File: src/rtl/rstseq_pkg.sv
package rstseq_pkg;
  localparam int REQ_COUNT = 2;
  typedef enum logic [0:0] {
    REQ_HARD = 1'b0,
    REQ_SOFT = 1'b1
  } req_idx_e;
endpackage

File: src/rtl/rstseq_sync.sv
module rstseq_sync #(
  parameter int STAGES    = 2,
  parameter bit ASYNC_SET = 1'b0
) (
  input  logic clk,
  input  logic req_n,
  output logic req_o
);
  logic [STAGES-1:0] ff;

  generate
    if (ASYNC_SET) begin : g_async
      // assert immediately, release through the chain
      always_ff @(posedge clk or negedge req_n) begin
        if (!req_n) ff <= '1;
        else        ff <= {ff[STAGES-2:0], 1'b0};
      end
    end else begin : g_plain
      always_ff @(posedge clk) begin
        ff <= {ff[STAGES-2:0], ~req_n};
      end
    end
  endgenerate

  assign req_o = ff[STAGES-1];
endmodule

File: src/rtl/rstseq_width.sv
module rstseq_width #(
  parameter int MIN_W = 4
) (
  input  logic clk,
  input  logic clr,
  input  logic req_i,
  output logic qual_o
);
  localparam int CW = $clog2(MIN_W) + 1;
  localparam logic [CW-1:0] LAST = CW'(MIN_W - 1);

  logic [CW-1:0] run;

  always_ff @(posedge clk) begin
    if (clr || !req_i)  run <= '0;
    else if (run != LAST) run <= run + 1'b1;
  end

  assign qual_o = req_i && (run == LAST);


  qual_width_chk: assert property (@(posedge clk) disable iff (clr)
    $rose(qual_o) |-> ($past(req_i) && $past(req_i, 2) && $past(req_i, 3)));
endmodule

File: src/rtl/rstseq_stretch.sv
module rstseq_stretch #(
  parameter int HOLD = 4096
) (
  input  logic clk,
  input  logic apply,
  input  logic hold_req_i,
  output logic on_o
);
  localparam int CW = (HOLD > 2) ? $clog2(HOLD) : 1;
  localparam logic [CW-1:0] LAST = CW'(HOLD - 1);

  logic          on_q;
  logic [CW-1:0] cnt;

  always_ff @(posedge clk or posedge apply) begin
    if (apply) begin
      on_q <= 1'b1;
      cnt  <= '0;
    end else if (hold_req_i) begin
      on_q <= 1'b1;
      cnt  <= '0;
    end else if (on_q) begin
      if (cnt == LAST) on_q <= 1'b0;
      else             cnt  <= cnt + 1'b1;
    end
  end

  assign on_o = on_q;


  req_sets_out_chk: assert property (@(posedge clk) disable iff (apply)
    hold_req_i |=> on_q);


  release_quiet_chk: assert property (@(posedge clk) disable iff (apply)
    $fell(on_q) |-> $past(!hold_req_i));
endmodule

File: src/rtl/reset_sequencer.sv
module reset_sequencer
  import rstseq_pkg::*;
#(
  parameter int SYNC_STAGES = 2,
  parameter int MIN_WIDTH   = 4,
  parameter int PIN_HOLD    = 4096,
  parameter int CORE_HOLD   = 4096
) (
  input  logic clk,
  input  logic por_n,
  input  logic hard_n,
  input  logic soft_n,
  output logic hard_pull_en,
  output logic soft_pull_en,
  output logic core_rst
);
  logic                 por_busy;
  logic [REQ_COUNT-1:0] req_n_vec;
  logic [REQ_COUNT-1:0] req_s;
  logic [REQ_COUNT-1:0] qual;

  rstseq_sync #(.STAGES(SYNC_STAGES), .ASYNC_SET(1'b1)) u_por_sync (
    .clk   (clk),
    .req_n (por_n),
    .req_o (por_busy)
  );

  assign req_n_vec[REQ_HARD] = hard_n;
  assign req_n_vec[REQ_SOFT] = soft_n;

  for (genvar g = 0; g < REQ_COUNT; g++) begin : g_req
    rstseq_sync #(.STAGES(SYNC_STAGES), .ASYNC_SET(1'b0)) u_sync (
      .clk   (clk),
      .req_n (req_n_vec[g]),
      .req_o (req_s[g])
    );
    rstseq_width #(.MIN_W(MIN_WIDTH)) u_width (
      .clk    (clk),
      .clr    (por_busy),
      .req_i  (req_s[g]),
      .qual_o (qual[g])
    );
  end

  // hard domain covers the hard pin; soft pin sees hard and soft
  rstseq_stretch #(.HOLD(PIN_HOLD)) u_hard_pin (
    .clk        (clk),
    .apply      (por_busy),
    .hold_req_i (qual[REQ_HARD]),
    .on_o       (hard_pull_en)
  );

  rstseq_stretch #(.HOLD(PIN_HOLD)) u_soft_pin (
    .clk        (clk),
    .apply      (por_busy),
    .hold_req_i (qual[REQ_HARD] | qual[REQ_SOFT]),
    .on_o       (soft_pull_en)
  );

  rstseq_stretch #(.HOLD(CORE_HOLD)) u_core (
    .clk        (clk),
    .apply      (por_busy),
    .hold_req_i (qual[REQ_HARD]),
    .on_o       (core_rst)
  );


  hard_in_soft_chk: assert property (@(posedge clk) disable iff (por_busy)
    hard_pull_en |-> soft_pull_en);
endmodule

File: config.mk
export PLATFORM = sky130hd
export DESIGN_NAME = reset_sequencer
export DESIGN_NICKNAME = d
export VERILOG_FILES = /design/src/rtl/rstseq_pkg.sv /design/src/rtl/rstseq_sync.sv /design/src/rtl/rstseq_width.sv /design/src/rtl/rstseq_stretch.sv /design/src/rtl/reset_sequencer.sv
export SDC_FILE = /design/constraint.sdc
export NUM_CORES = 1
export LEC_CHECK = 0
export ABC_AREA = 1
export BUFFER_PORTS_ARGS = -buffer_cell sky130_fd_sc_hd__buf_2
export CAP_MARGIN = 20
export CELL_PAD_IN_SITES_DETAIL_PLACEMENT = 1
export CELL_PAD_IN_SITES_GLOBAL_PLACEMENT = 1
export CORE_ASPECT_RATIO = 0.7
export CORE_MARGIN = 8
export CORE_UTILIZATION = 42
export DETAILED_ROUTE_END_ITERATION = 16
export MAX_ROUTING_LAYER = met4
export PLACE_DENSITY = 0.81
export SLEW_MARGIN = 10
export SYNTH_ARGS = -nofsm -noshare
export SYNTH_HDL_FRONTEND = slang
export SYNTH_SLANG_ARGS = --single-unit
File: constraint.sdc
create_clock -name clk -period 1.23 [get_ports clk]
set_input_delay 0.123 -clock clk [delete_from_list [all_inputs] [get_ports clk]]
set_output_delay 0.123 -clock clk [all_outputs]
set_load 0.05 [all_outputs]
Yosys cells after proc, flatten, opt, wreduce, memory -nomap -nowiden
Index checks and enable logic that the tools add are counted.
{ "totals": {"register_bits": 51, "input_bits": 4, "out_inout_bits": 3, "elab_cells": 59} }
{ "classes": {"n_addsub": 5, "n_eq_ne": 10, "n_mux": 18, "n_bitwise": 3, "n_reduce_logical": 12} }
{ "op_table": {"columns": ["op", "n"], "rows": [
  ["$mux 12", 9],
  ["$add 12x1->12 const B", 3],
  ["$eq 12x12->1 const B", 3],
  ["$mux 1", 9],
  ["$add 3x1->3 const B", 2],
  ["$eq 3x2->1 const B", 2],
  ["$ne 3x2->1 const B", 2],
  ["$reduce_and 2->1", 3],
  ["$reduce_bool 2->1", 3],
  ["$ne 2x2->1 const B", 2],
  ["$logic_and 1x1->1", 2],
  ["$logic_not 1->1", 2],
  ["$logic_or 1x1->1", 2],
  ["$ne 2x1->1 const B", 1],
  ["$not 1->1", 2],
  ["$or 1x1->1", 1]
]} }

Logic depth before layout (Yosys ltp)
Gate-level depths: netlist of run 1.
{ "depth": {"depth_word": 5, "depth_mapped": 9, "ltp_nobuf": 9} }

Cells and area by module
From an unflattened synthesis of run 1, not the netlist that was laid out.
{ "unflattened": {"cells_unflattened": 401, "hier_area_um2": 2904.0} }
{ "modules_own_cells": {"columns": ["module", "n_inst", "cells_per_inst", "area_per_inst_um2", "seq_area_each_um2"], "rows": [
  ["rstseq_stretch", 3, 115, 814.5, 326.6],
  ["rstseq_width", 2, 22, 152.6, 60.1],
  ["rstseq_sync at g_req[0].u_sync ...", 2, 3, 43.8, 40.0],
  ["rstseq_sync at u_por_sync", 1, 3, 56.3, 52.6],
  ["reset_sequencer", 1, 3, 11.3, 0.0]
]} }

Least setup slack after synthesis of run 1
Ideal clock, no wire load.
{ "synth_timing": {"kind": "reg-to-reg", "startpoint": "register u_por_sync.ff[1]", "endpoint": "register g_req[1].u_width.run[2]", "setup_ns": 0.087, "arrival_ns": 1.606, "required_time_ns": 1.143, "path_slack_ns": -0.463, "path_stages_with_launch": 4, "path_buffers": 0, "synth_period_minus_slack_ns": 1.693, "cell_sequence": "dfstp_2 > inv_1 > nand2_1 > a211oi_1"} }
{ "synth_via": {"elab_chain_len": 1} }
{ "synth_lines": {"columns": ["element", "line", "source"], "rows": [
  ["start: declaration", "rstseq_sync.sv:9", "logic [STAGES-1:0] ff;"],
  ["start signal: assignment", "rstseq_sync.sv:16", "else ff <= {ff[STAGES-2:0], 1'b0};"],
  ["$logic_or 1x1->1", "rstseq_width.sv:15", "if (clr || !req_i) run <= '0;"],
  ["end signal: assignment", "rstseq_width.sv:16", "else if (run != LAST) run <= run + 1'b1;"],
  ["end: declaration", "rstseq_width.sv:12", "logic [CW-1:0] run;"]
]} }
No other way between the ends.
A chain may end at the register's enable or synchronous reset.

Final worst setup path of run 1
{ "layout_timing": {"startpoint": "register u_core.cnt[1]", "endpoint": "register u_core.cnt[11]"} }
{ "layout_via": {"elab_chain_len": 4, "elab_cells_between_ends": 7, "cone_classes": "add/sub: 1; eq/ne: 2; mux: 3; reduce/logical: 1"} }
{ "layout_lines": {"columns": ["element", "line", "source"], "rows": [
  ["start: declaration", "rstseq_stretch.sv:13", "logic [CW-1:0] cnt;"],
  ["start signal: assignment", "rstseq_stretch.sv:24", "else cnt <= cnt + 1'b1;"],
  ["$add 12x1->12", "rstseq_stretch.sv:24", null],
  ["$mux 12", "rstseq_stretch.sv:23", "if (cnt == LAST) on_q <= 1'b0;"],
  ["$mux 12", "rstseq_stretch.sv:22", "end else if (on_q) begin"],
  ["$mux 12", "rstseq_stretch.sv:19", "end else if (hold_req_i) begin"]
]} }
Several ways; a longest one is shown, not always the timed one. The select of a mux whose other input is x is not followed.

==> impl_metrics.yaml, run 1 <==
outcome:
  status: "finished with violations"
  violations: "negative setup slack"
floorplan:
  die_area_mm2: 0.00986
  die_h_um: 85.5
  fp.coreArea_mm2: 0.00673
  num_rows: 25
  ios: 7
  initial_utilization: 0.431
  die_w_um: 115
synth:
  netlist_instances: 370
  syn_nets: 381
  ys_async_sr_fraction: 0.804
  synth_top_area_frac: 0.311
  synth_commonest_cells: "121 x nand2_1, 50 x nand3_1, 36 x dfrtp_1, 29 x inv_1, 28 x nor2_1"
  ys_seq_area_frac: 0.425
  yosysTopAreaCell: "dfrtp_1"
  synth_ff_type: "dfrtp_1"
  syn_area_mm2: 0.00290
  yosys-top-cells-area: "dfrtp_1 31%, nand2_1 16%, nand3_1 8.6%, dfxtp_1 6.9%, dfstp_2 4.5%"
  synth-seq-cells: 51
  yosys_warnings: 0
  yosysUniqueCellTypes: 30
  avgSynthCellArea_um2: 7.83
  synth_most_common_cell: "nand2_1"
  synth_edf_count: 0
sta:
  fmax_mhz: 648
  whs_ns: 0.297
  setup_ws_ns: -0.313
  fin_crit_sh: 1.25
  fin_crit_ns: 1.54
  report.final.slew_viol_count: 0
  hold_violations: 0
  rsz0062_at_grt: "yes"
  fin_skew_ns: 0.0183
  tns_ns: -8.24
  finalSetupViolCount: 42
pwr:
  leakage_nw: 2.05
  peakVddDrop_mv: 0.873
  p_per_area_mw_per_mm2: 1320
drt:
  drtAntennaViolNets: 0
  wl_per_cell_um: 26.8
  vias: 3479
  drtIter0Drc: 298
  vias_per_cell: 6.01
  route.detailed.drc: 0
  drt_pass1_iterations: 5
  wl_mm: 15.5
setup_path:
  crit_path_start_kind: "register"
  crit_type: "register to register"
  worst-endpoint-arrival_ns: 1.78
  reg2reg_depth: 9
  critPathRequiredTime_ns: 1.47
  end_kind: "register"
  path_max_fanout: 6
global_routing:
  use_met2: 0.452
  groute.layer.met1.usage: 0.304
  grt-ovfl-total: 0
  grt_use_met3: 0.0372
  busiest_layer: "met2"
  grt_pass1_wl_mm: 19.2
  grt_max_degree: 29
  grt_pass1_vias: 3436
  antenna_found_initial: 0
  grt.total_usage: 0.261
cts:
  numClockSinks: 51
  insertion_delay_ns: 0.34
  htreeDepth: 2
  ctsRootBufferMaster: "clkbuf_8"
  clk_pin_slew_worst_paths_ns: 0.12
  tritoncts: "built"
  cts_made_buffers: 5
  clk_path_buf_depth: 2
place:
  gp_congestion: 0.806
  pre_cts_slack_ns: -0.285
  io_buffers: 6
  hpwl_mm: 6.45
layout:
  antennaDiodeCount: 0
  area_growth_pct: 61.4
  fillers: 748
  nets: 495
  final_layout_size_suffix_gt1_frac: 0.503
job:
  max_cap_violations: 0
min_path:
  worstHoldPathType: "primary input to async pin"
## repair_timing
item,in CTS,in global routing
setup buffers,16,14
endpoints found under the setup margin,42,40
hold buffers,3,0
gates cloned,2,0
hold endpoints to repair,4,0
pin swaps,25,37
gates resized for setup,54,79
## path summary, 6_finish.rpt
kind | start | to | slack (ns)
worst max-delay path | u_core.cnt[1]$_DFFE_PP0P_ | u_core.cnt[11]$_DFFE_PP0P_ | -0.31
worst min-delay path | por_n | u_por_sync.ff[0]$_DFF_PN1_ | 0.30
worst max register to register | u_core.cnt[1]$_DFFE_PP0P_ | u_core.cnt[11]$_DFFE_PP0P_ | -0.31
max in group asynchronous | u_por_sync.ff[1]$_DFF_PN1_ | u_hard_pin.on_o$_DFF_PP1_ | 0.41
min in group clk | g_req[0].u_sync.ff[0]$_DFF_P_ | g_req[0].u_sync.ff[1]$_DFF_P_ | 0.34
worst min register to register | g_req[0].u_sync.ff[0]$_DFF_P_ | g_req[0].u_sync.ff[1]$_DFF_P_ | 0.34
## logic make-up after synthesis
kind of cell,after synthesis,synth area share
other,1,0.00129
flip-flops,51,0.425
buffers and inverters,39,0.0630
multiplexers,1,0.00345
XOR/XNOR,13,0.0393
AO/OA/AOI/OAI,24,0.0548
adder cells (fa/ha/maj),7,0.0302
AND/OR/NAND/NOR,234,0.383
## state kept, by name, indices dropped and copies added, names as in the netlist
register / count
u_por_sync.ff: 2
u_core.cnt: 12
u_soft_pin.cnt: 12
g_req.u_width.run: 6
u_hard_pin.cnt: 12
g_req.u_sync.ff: 4
u_core.on_o: 1
u_hard_pin.on_o: 1
u_soft_pin.on_o: 1
## where the power goes
part           switching [mW]  internal, mW  total (mW)  leakage, nW
clock                   0.724         0.425        1.15       0.0502
sequential              0.304          1.90        2.20        0.626
combinational            1.53          1.30        2.82         1.38
total                    2.56          3.62        6.17         2.05
## metrics by stage
step	power [mW]	utilization	area (um^2)	cells
final	6.17	0.695	4680	579
after CTS	5.33	0.633	4260	568
after global routing	6.35	0.695	4680	579
after detailed placement	3.88	0.556	3740	540
after floorplan	3.03	-	3050	370
after global placement	3.73	0.556	3740	540
## critical path, stage by stage (launching register included)
cell     delay, ns
dfrtp_1       0.44
buf_4         0.17
nand2_1       0.09
nor2_2        0.12
buf_4         0.16
nand3_1       0.13
nand2_1       0.15
nand2_1       0.07
nand2_1       0.07
nand2_1       0.05
## final cells by class
cell class / instances / area [um^2] / share of cell area
Multi-Input combinational cell: 282 / 2070 / 0.443
Tap cell: 94 / 118 / 0.0252
Inverter: 32 / 143 / 0.0305
Sequential cell: 51 / 1240 / 0.265
Timing Repair Buffer: 112 / 1010 / 0.215
Clock buffer: 5 / 68.8 / 0.0147
Clock inverter: 3 / 28.8 / 0.00615
## layout by cell type, fill, tap and decap left out, types with 3 or more instances in the layout
| master | instances |
|---|---|
| nand2_8 | 3 |
| inv_4 | 4 |
| o21ai_1 | 3 |
| buf_12 | 6 |
| nor2_2 | 8 |
| o21bai_1 | 4 |
| dfxtp_1 | 6 |
| nor2_1 | 20 |
| dfrtp_1 | 35 |
| inv_1 | 25 |
| xor2_1 | 7 |
| nand3b_1 | 3 |
| dfstp_2 | 5 |
| buf_6 | 24 |
| ha_4 | 7 |
| dfxtp_2 | 3 |
| dlygate4sd3_1 | 3 |
| nand2_1 | 94 |
| nand2_4 | 9 |
| o21ai_2 | 12 |
| nand3_1 | 22 |
| clkbuf_8 | 5 |
| nand3_2 | 23 |
| buf_2 | 3 |
| nor2_4 | 8 |
| nand4_1 | 9 |
| nand2_2 | 20 |
| buf_4 | 76 |
| xnor2_1 | 4 |
| nand3_4 | 17 |
## per-layer routing
metal  share of wire  vias to the layer above  wire [um]
li1                -                     1433          -
met1            0.39                     1735       6010
met2            0.49                      218       7600
met3           0.062                       93        962
met4           0.061                        0        939
met5               0                        -          0
Power figures use the tool's default switching activity.
==> inputs of run 2 (changes only) <==
--- a/config.mk
+++ b/config.mk
@@ -12,10 +12,10 @@
 export CELL_PAD_IN_SITES_GLOBAL_PLACEMENT = 1
 export CORE_ASPECT_RATIO = 0.7
 export CORE_MARGIN = 8
-export CORE_UTILIZATION = 42
+export CORE_UTILIZATION = 44
+export CTS_BUF_LIST = sky130_fd_sc_hd__clkbuf_4
 export DETAILED_ROUTE_END_ITERATION = 16
-export MAX_ROUTING_LAYER = met4
-export PLACE_DENSITY = 0.81
+export PLACE_DENSITY = 0.84
 export SLEW_MARGIN = 10
 export SYNTH_ARGS = -nofsm -noshare
 export SYNTH_HDL_FRONTEND = slang
==> impl_metrics.yaml, run 2 <==
outcome:
  status: "did not finish"
  stop_stage: "global routing"
  error: "[ERROR DPL-0033] detailed placement checks failed during check placement."
synth:
  synthSimpleGateAreaFrac: 0.383
  synth_edf_count: 0
  netlist_instances: 370
  ys_async_sr_fraction: 0.804
  synth.mux.area_fraction: 0.00345
  synth-adder-area-share: 0.0302
  synth_top_family_by_area: "simple AND/OR/NAND/NOR gates"
  synth_most_common_cell: "nand2_1"
  avgSynthCellArea_um2: 7.83
  synth_ff_type: "dfrtp_1"
  synth_xor_area_frac: 0.0393
  ys_seq_area_frac: 0.425
  synth_compound_area_frac: 0.0548
  yosysTopAreaCell: "dfrtp_1"
  synth_commonest_cells: "121 x nand2_1, 50 x nand3_1, 36 x dfrtp_1, 29 x inv_1, 28 x nor2_1"
  yosysUniqueCellTypes: 30
  synth_top_area_frac: 0.311
  yosys_warnings: 0
  syn_nets: 381
  syn_area_mm2: 0.00290
  yosys-top-cells-area: "dfrtp_1 31%, nand2_1 16%, nand3_1 8.6%, dfxtp_1 6.9%, dfstp_2 4.5%"
  synth-seq-cells: 51
floorplan:
  die_w_um: 113
  die_h_um: 83.9
  ios: 7
  initial_utilization: 0.460
  num_rows: 24
cts:
  cts_made_buffers: 5
  numClockSinks: 51
  htreeDepth: 2
  clk_path_buf_depth: 2
  ctsRootBufferMaster: "clkbuf_4"
global_routing:
  grt_max_degree: 32
  antenna_found_initial: 0
place:
  io_buffers: 6
  gp_congestion: 0.799
  hpwl_mm: 6.48
  placedInstanceArea_mm2: 0.00369
sta:
  crit_endpoint: "u_hard_pin.cnt[5]$_DFFE_PP0P_/D"
  endpoint_type: "register input"
run 2: logic make-up after synthesis:
logic type                 after synthesis
muxes                                    1
DFF                                     51
and+or+nand+nor                        234
xor gates and xnor gates                13
other                                    1
buffers and inverters                   39
adders and majority gates                7
AOI/OAI and AO/OA                       24
run 2: timing repair:
action                                  in CTS
gates cloned                                 1
pin swaps                                   13
endpoints found under the hold margin        4
hold buffers                                 3
setup buffers                               13
resized for setup                           67
endpoints found under the setup margin      41
run 2: through the flow:
stage               hold slack [ns]  instances  worst slack [ns]  utilization
floorplan                   -0.0248        370            -0.281            -
global placement             0.0712        522            -0.171        0.586
detailed placement           0.0776        522            -0.291        0.586
CTS                           0.179        546            -0.168        0.661
==> inputs of run 3 (changes only) <==
--- a/config.mk
+++ b/config.mk
@@ -8,14 +8,10 @@
 export ABC_AREA = 1
 export BUFFER_PORTS_ARGS = -buffer_cell sky130_fd_sc_hd__buf_2
 export CAP_MARGIN = 20
-export CELL_PAD_IN_SITES_DETAIL_PLACEMENT = 1
-export CELL_PAD_IN_SITES_GLOBAL_PLACEMENT = 1
-export CORE_ASPECT_RATIO = 0.7
 export CORE_MARGIN = 8
-export CORE_UTILIZATION = 44
-export CTS_BUF_LIST = sky130_fd_sc_hd__clkbuf_4
+export CORE_UTILIZATION = 35
 export DETAILED_ROUTE_END_ITERATION = 16
-export PLACE_DENSITY = 0.84
+export PLACE_DENSITY_LB_ADDON = 0.15
 export SLEW_MARGIN = 10
 export SYNTH_ARGS = -nofsm -noshare
 export SYNTH_HDL_FRONTEND = slang
==> constraint.sdc (replaced) <==
create_clock -name clk -period 1.6 [get_ports clk]
set_input_delay 0.16 -clock clk [delete_from_list [all_inputs] [get_ports clk]]
set_output_delay 0.16 -clock clk [all_outputs]
set_load 0.05 [all_outputs]
==> impl_metrics.yaml, run 3 (synthesized netlist as in run 1, its figures left out) <==
outcome:
  status: "completed"
layout:
  final_layout_size_suffix_gt1_frac: 0.190
  final_common_cell: "nand2_1"
  antennaDiodeCount: 0
  nets: 409
  top_regs: "u_core.cnt: 12 flops, u_hard_pin.cnt: 12 flops, u_soft_pin.cnt: 12 flops"
  area_growth_pct: 13.5
  fillers: 854
  layout_common_cells: "120 x nand2_1, 50 x nand3_1, 36 x dfrtp_1, 28 x nor2_1, 26 x inv_1"
  final_util: 0.404
  finalNonFillerCells: 504
drt:
  drtAntennaViolNets: 0
  drtIter0Drc: 62
  route.detailed.drc: 0
  vias_per_cell: 4.74
  wl_per_cell_um: 11.5
  wl_mm: 5.82
  vias: 2390
  drt_pass1_iterations: 6
setup_path:
  crit_type: "register to register"
  critPathRequiredTime_ns: 1.79
  crit_path_start_kind: "register"
  timing.rr.start: "g_req[0].u_width.run[0]$_SDFFE_PP0P_"
  regToRegSetupSlack_ns: 0.09
  rr_endpoint: "u_hard_pin.cnt[3]$_DFFE_PP0P_"
  end_kind: "register"
  path_max_fanout: 14
  reg2reg_depth: 8
  worst-endpoint-arrival_ns: 1.70
sta:
  fin_crit_ns: 1.51
  hold_violations: 0
  fmax_mhz: 663
  fin_crit_sh: 0.943
  report.final.slew_viol_count: 0
  finalSetupViolCount: 0
  tns_ns: 0
  rsz0062_at_grt: "yes"
  fin_skew_ns: 0.0111
global_routing:
  grt.total_usage: 0.108
  antenna_found_initial: 0
  grt-ovfl-total: 0
  grt_max_degree: 32
  grt_pass1_wl_mm: 10.3
  grt_pass1_vias: 2277
pwr:
  switching_power_mw: 1.16
  netSwitchingFraction: 0.344
  p_per_area_mw_per_mm2: 1020
  p_int_mw: 2.20
  power_frac_seq: 0.486
  peakVddDrop_mv: 0.426
  combPwrFrac: 0.260
  p_clk_frac: 0.254
  leakage_nw: 1.49
floorplan:
  die_area_mm2: 0.0114
  num_rows: 33
  die_h_um: 107
  die_w_um: 107
  ios: 7
  fp.coreArea_mm2: 0.00813
  initial_utilization: 0.356
min_path:
  worstHoldPathType: "register to async pin"
cts:
  ctsRootBufferMaster: "clkbuf_8"
  cts_made_buffers: 5
  clk_path_buf_depth: 2
  tritoncts: "built"
  numClockSinks: 51
  htreeDepth: 2
  clk_pin_slew_worst_paths_ns: 0.10
  insertion_delay_ns: 0.30
place:
  hpwl_mm: 4.23
  io_buffers: 6
  gp_congestion: 0.780
  placedCellCount: 491
job:
  max_cap_violations: 0
-- run 3: power groups by stage --
| stage | combinational [mW] | sequential (mW) | clock (mW) |
|---|---|---|---|
| finish | 0.873 | 1.63 | 0.853 |
| global route | 0.997 | 1.66 | 0.923 |
| CTS | 0.854 | 1.63 | 0.893 |
| detailed placement | 0.846 | 1.65 | 0 |
| global placement | 0.841 | 1.65 | 0 |
| floorplan | 0.562 | 1.71 | 0 |
-- run 3: through the flow --
step / setup slack, ns / hold slack [ns] / total power, mW / area, um^2
floorplan: 0.0562 / 0.0122 / 2.27 / 2900
global placement: 0.0913 / 0.110 / 2.49 / 3130
detailed placement: 0.0741 / 0.111 / 2.50 / 3130
CTS: 0.0523 / 0.205 / 3.38 / 3270
global route: -0.00697 / 0.223 / 3.58 / 3290
finish: 0.0917 / 0.185 / 3.36 / 3290
-- run 3: cell type report --
cell class,count,area (um^2),share of cell area
Clock buffer,6,93.8,0.0285
Inverter,32,124,0.0377
Sequential cell,51,1230,0.375
Tap cell,105,131,0.0400
Multi-Input combinational cell,281,1500,0.455
Clock inverter,2,13.8,0.00419
Timing Repair Buffer,27,195,0.0594
-- run 3: metal layers --
metal  track usage  part of all wire  vias to the layer above
met5             0                 0                        -
met4        0.0302             0.010                        0
met3        0.0186             0.022                        6
met2         0.187              0.47                       26
met1         0.134              0.49                     1107
li1              -                 -                     1251
-- run 3: worst max path at each step --
stage | start | endpoint | slack (ns)
floorplan | u_por_sync.ff[1]$_DFF_PN1_ | g_req[1].u_width.run[2]$_SDFFE_PP0P_ | 0.06
global route | g_req[0].u_width.run[0]$_SDFFE_PP0P_ | u_hard_pin.cnt[3]$_DFFE_PP0P_ | -0.007
finish | g_req[0].u_width.run[0]$_SDFFE_PP0P_ | u_hard_pin.cnt[3]$_DFFE_PP0P_ | 0.09
detailed placement | g_req[0].u_width.run[0]$_SDFFE_PP0P_ | u_hard_pin.cnt[9]$_DFFE_PP0P_ | 0.07
CTS | g_req[0].u_width.run[0]$_SDFFE_PP0P_ | u_hard_pin.cnt[9]$_DFFE_PP0P_ | 0.05
global placement | g_req[0].u_width.run[0]$_SDFFE_PP0P_ | u_hard_pin.cnt[4]$_DFFE_PP0P_ | 0.09
-- run 3: timing repair --
item	4_1_cts	5_1_grt
hold buffers	3	0
hold endpoints to repair	4	0
setup buffers	0	1
resized for setup	0	5
endpoints found under the setup margin	0	16
-- run 3: critical path: stages (launching register included) --
cell and delay [ns]:
dfxtp_1 0.33, ha_1 0.20, ha_1 0.19, nand2_1 0.09
buf_4 0.17, buf_4 0.21, nand2_1 0.11, nand2_1 0.06
nand2_1 0.04
==> inputs of run 4 (changes only) <==
--- a/config.mk
+++ b/config.mk
@@ -15,4 +15,5 @@
 export SLEW_MARGIN = 10
 export SYNTH_ARGS = -nofsm -noshare
 export SYNTH_HDL_FRONTEND = slang
+export SYNTH_HIERARCHICAL = 1
 export SYNTH_SLANG_ARGS = --single-unit
==> constraint.sdc (replaced) <==
create_clock -name clk -period 1.8 [get_ports clk]
set_input_delay 0.18 -clock clk [delete_from_list [all_inputs] [get_ports clk]]
set_output_delay 0.18 -clock clk [all_outputs]
set_load 0.05 [all_outputs]
==> impl_metrics.yaml, run 4 <==
synth:
  synth_commonest_cells: "143 x nand2_1, 48 x nand3_1, 46 x inv_1, 36 x dfrtp_1, 30 x nor2_1"
  synth-seq-cells: 51
  ys_async_sr_fraction: 0.804
  yosysTopAreaCell: "dfrtp_1"
  synth_most_common_cell: "nand2_1"
  syn_area_mm2: 0.00290
  ys_seq_area_frac: 0.424
  synth_edf_count: 0
  yosysUniqueCellTypes: 24
  netlist_instances: 401
  yosys_warnings: 6
  syn_nets: 412
  synth_top_area_frac: 0.310
  synth_ff_type: "dfrtp_1"
  avgSynthCellArea_um2: 7.24
  yosys-top-cells-area: "dfrtp_1 31%, nand2_1 18%, nand3_1 8.3%, dfxtp_1 6.9%, inv_1 5.9%"
drt:
  drtIter0Drc: 75
  wl_mm: 6.02
  drt_pass1_iterations: 4
  route.detailed.drc: 0
  vias: 2447
  wl_per_cell_um: 11.4
  drtAntennaViolNets: 0
  vias_per_cell: 4.63
cts:
  htreeDepth: 2
  ctsRootBufferMaster: "clkbuf_8"
  insertion_delay_ns: 0.31
  clk_pin_slew_worst_paths_ns: 0.10
  numClockSinks: 51
  tritoncts: "built"
  cts_made_buffers: 5
  clk_path_buf_depth: 2
sta:
  slew-limit-headroom: 0.641
  report.final.slew_viol_count: 0
  fmax_mhz: 617
  tns_ns: 0
  rsz0062_at_grt: "no"
  worstMarginPinSlew_ns: 0.537
  finalSetupViolCount: 0
  fin_crit_ns: 1.62
  fin_crit_sh: 0.900
  fin_skew_ns: 0.0110
  hold_violations: 0
pwr:
  leakage_nw: 1.51
  peakVddDrop_mv: 0.417
  p_per_area_mw_per_mm2: 876
layout:
  top_regs: "u_core/cnt: 12 flops, u_hard_pin/cnt: 12 flops, u_soft_pin/cnt: 12 flops"
  finalNonFillerCells: 529
  layout_common_cells: "142 x nand2_1, 48 x nand3_1, 45 x inv_1, 36 x dfrtp_1, 30 x nor2_1"
  nets: 434
  fillers: 836
  area_growth_pct: 11.5
  final_layout_size_suffix_gt1_frac: 0.137
  final_common_cell: "nand2_1"
  antennaDiodeCount: 0
setup_path:
  crit_path_start_kind: "register"
  end_kind: "register"
  cpMostUsedCell: "nand2_1"
  slowest_delay_ns: 0.34
  cp_top_family: "simple AND/OR/NAND/NOR gates"
  cp.buffers_inverters: 2
  path_cells: "ha_1, ha_1, nand2_1, inv_2, inv_1, nand2_2, or2_4, nand2_4, nand2_1, nand2_1"
  path_max_fanout: 8
  slowest_stage: "dfxtp_1"
  critPathRequiredTime_ns: 2.06
  crit_type: "register to register"
  worst-endpoint-arrival_ns: 1.88
min_path:
  worstHoldPathType: "primary input to async pin"
global_routing:
  grt.total_usage: 0.115
  grt_pass1_vias: 2382
  grt-ovfl-total: 0
  antenna_found_initial: 0
  grt_max_degree: 18
  grt_pass1_wl_mm: 10.8
floorplan:
  die_w_um: 107
  fp.coreArea_mm2: 0.00813
  ios: 7
  die_h_um: 107
  num_rows: 33
  initial_utilization: 0.357
  die_area_mm2: 0.0115
outcome:
  status: "completed"
place:
  gp_congestion: 0.791
  placedCellCount: 516
  io_buffers: 6
  hpwl_mm: 4.34
job:
  max_cap_violations: 0
-- run 4: layer usage --
| layer | vias up | share of wire | global-route usage |
|---|---|---|---|
| li1 | 1314 | - | - |
| met2 | 9 | 0.47 | 0.194 |
| met1 | 1116 | 0.49 | 0.142 |
| met5 | - | 0 | 0 |
| met3 | 8 | 0.017 | 0.0216 |
| met4 | 0 | 0.013 | 0.0392 |
-- run 4: worst reg2reg max path, cell delays in order, from the launching register on --
cell and delay, ns:
dfxtp_1 0.34, ha_1 0.20, ha_1 0.19, nand2_1 0.07
inv_2 0.09, inv_1 0.08, nand2_2 0.07, or2_4 0.29
nand2_4 0.12, nand2_1 0.06, nand2_1 0.06
-- run 4: cell type report --
type	instances	area [um^2]	area share
multi-input cells	299	1480	0.457
well taps	105	131	0.0406
flip-flops and latches	51	1230	0.380
inverters	49	184	0.0568
clock buffers	5	68.8	0.0212
clock inverters	3	23.8	0.00734
repair buffers	17	120	0.0371
-- run 4: kinds of logic (layout without fill, tap and decap cells) --
kind of cell,count (synthesis),count (layout),synth area share
other cells,1,1,0.00129
xor+xnor,3,3,0.00905
compound gates,36,36,0.0646
buf+inv,52,74,0.0788
fa+ha+maj,7,7,0.0302
flops,51,51,0.424
simple gates,251,252,0.392
-- run 4: worst paths after layout --
| check | startpoint | to | slack [ns] | depth (start not counted) |
|---|---|---|---|---|
| worst min-delay path | por_n | u_por_sync/ff[1]$_DFF_PN1_ | 0.33 | 2 |
| worst max register to register | g_req[0].u_width/run[0]$_SDFFE_PP0P_ | u_soft_pin/cnt[4]$_DFFE_PP0P_ | 0.18 | 10 |
| worst max-delay path | g_req[0].u_width/run[0]$_SDFFE_PP0P_ | u_soft_pin/cnt[4]$_DFFE_PP0P_ | 0.18 | 10 |
| max in group asynchronous | u_por_sync/ff[1]$_DFF_PN1_ | u_hard_pin/on_o$_DFF_PP1_ | 1.08 | 1 |
| min in group clk | g_req[0].u_sync/ff[0]$_DFF_P_ | g_req[0].u_sync/ff[1]$_DFF_P_ | 0.34 | 0 |
| worst min register to register | u_por_sync/ff[1]$_DFF_PN1_ | u_soft_pin/cnt[5]$_DFFE_PP0P_ | 0.33 | 1 |
-- run 4: what timing repair did --
| action | in CTS | in global routing |
|---|---|---|
| gates resized for setup | 0 | 5 |
| endpoints found under the setup margin | 0 | 12 |
| hold endpoints to repair | 3 | 1 |
| buffers inserted | 0 | 1 |
| hold buffers | 2 | 1 |
-- run 4: where the power goes --
| part | internal, mW | switching, mW |
|---|---|---|
| Sequential | 1.30 | 0.152 |
| Clock | 0.280 | 0.416 |
| Combinational | 0.231 | 0.464 |
| Total | 1.81 | 1.03 |
-- run 4: stage by stage --
stage / setup slack [ns] / utilization / hold WS [ns] / power (mW) / cell area (um^2)
after floorplan: 0.0384 / - / 0.0322 / 2.02 / 2900
after global placement: 0.0580 / 0.378 / 0.128 / 2.14 / 3070
final: 0.180 / 0.398 / 0.327 / 2.84 / 3240
after detailed placement: 0.0461 / 0.378 / 0.130 / 2.14 / 3070
after CTS: 0.0267 / 0.392 / 0.00604 / 2.87 / 3190
after global routing: 0.0110 / 0.398 / 0.328 / 3.05 / 3240
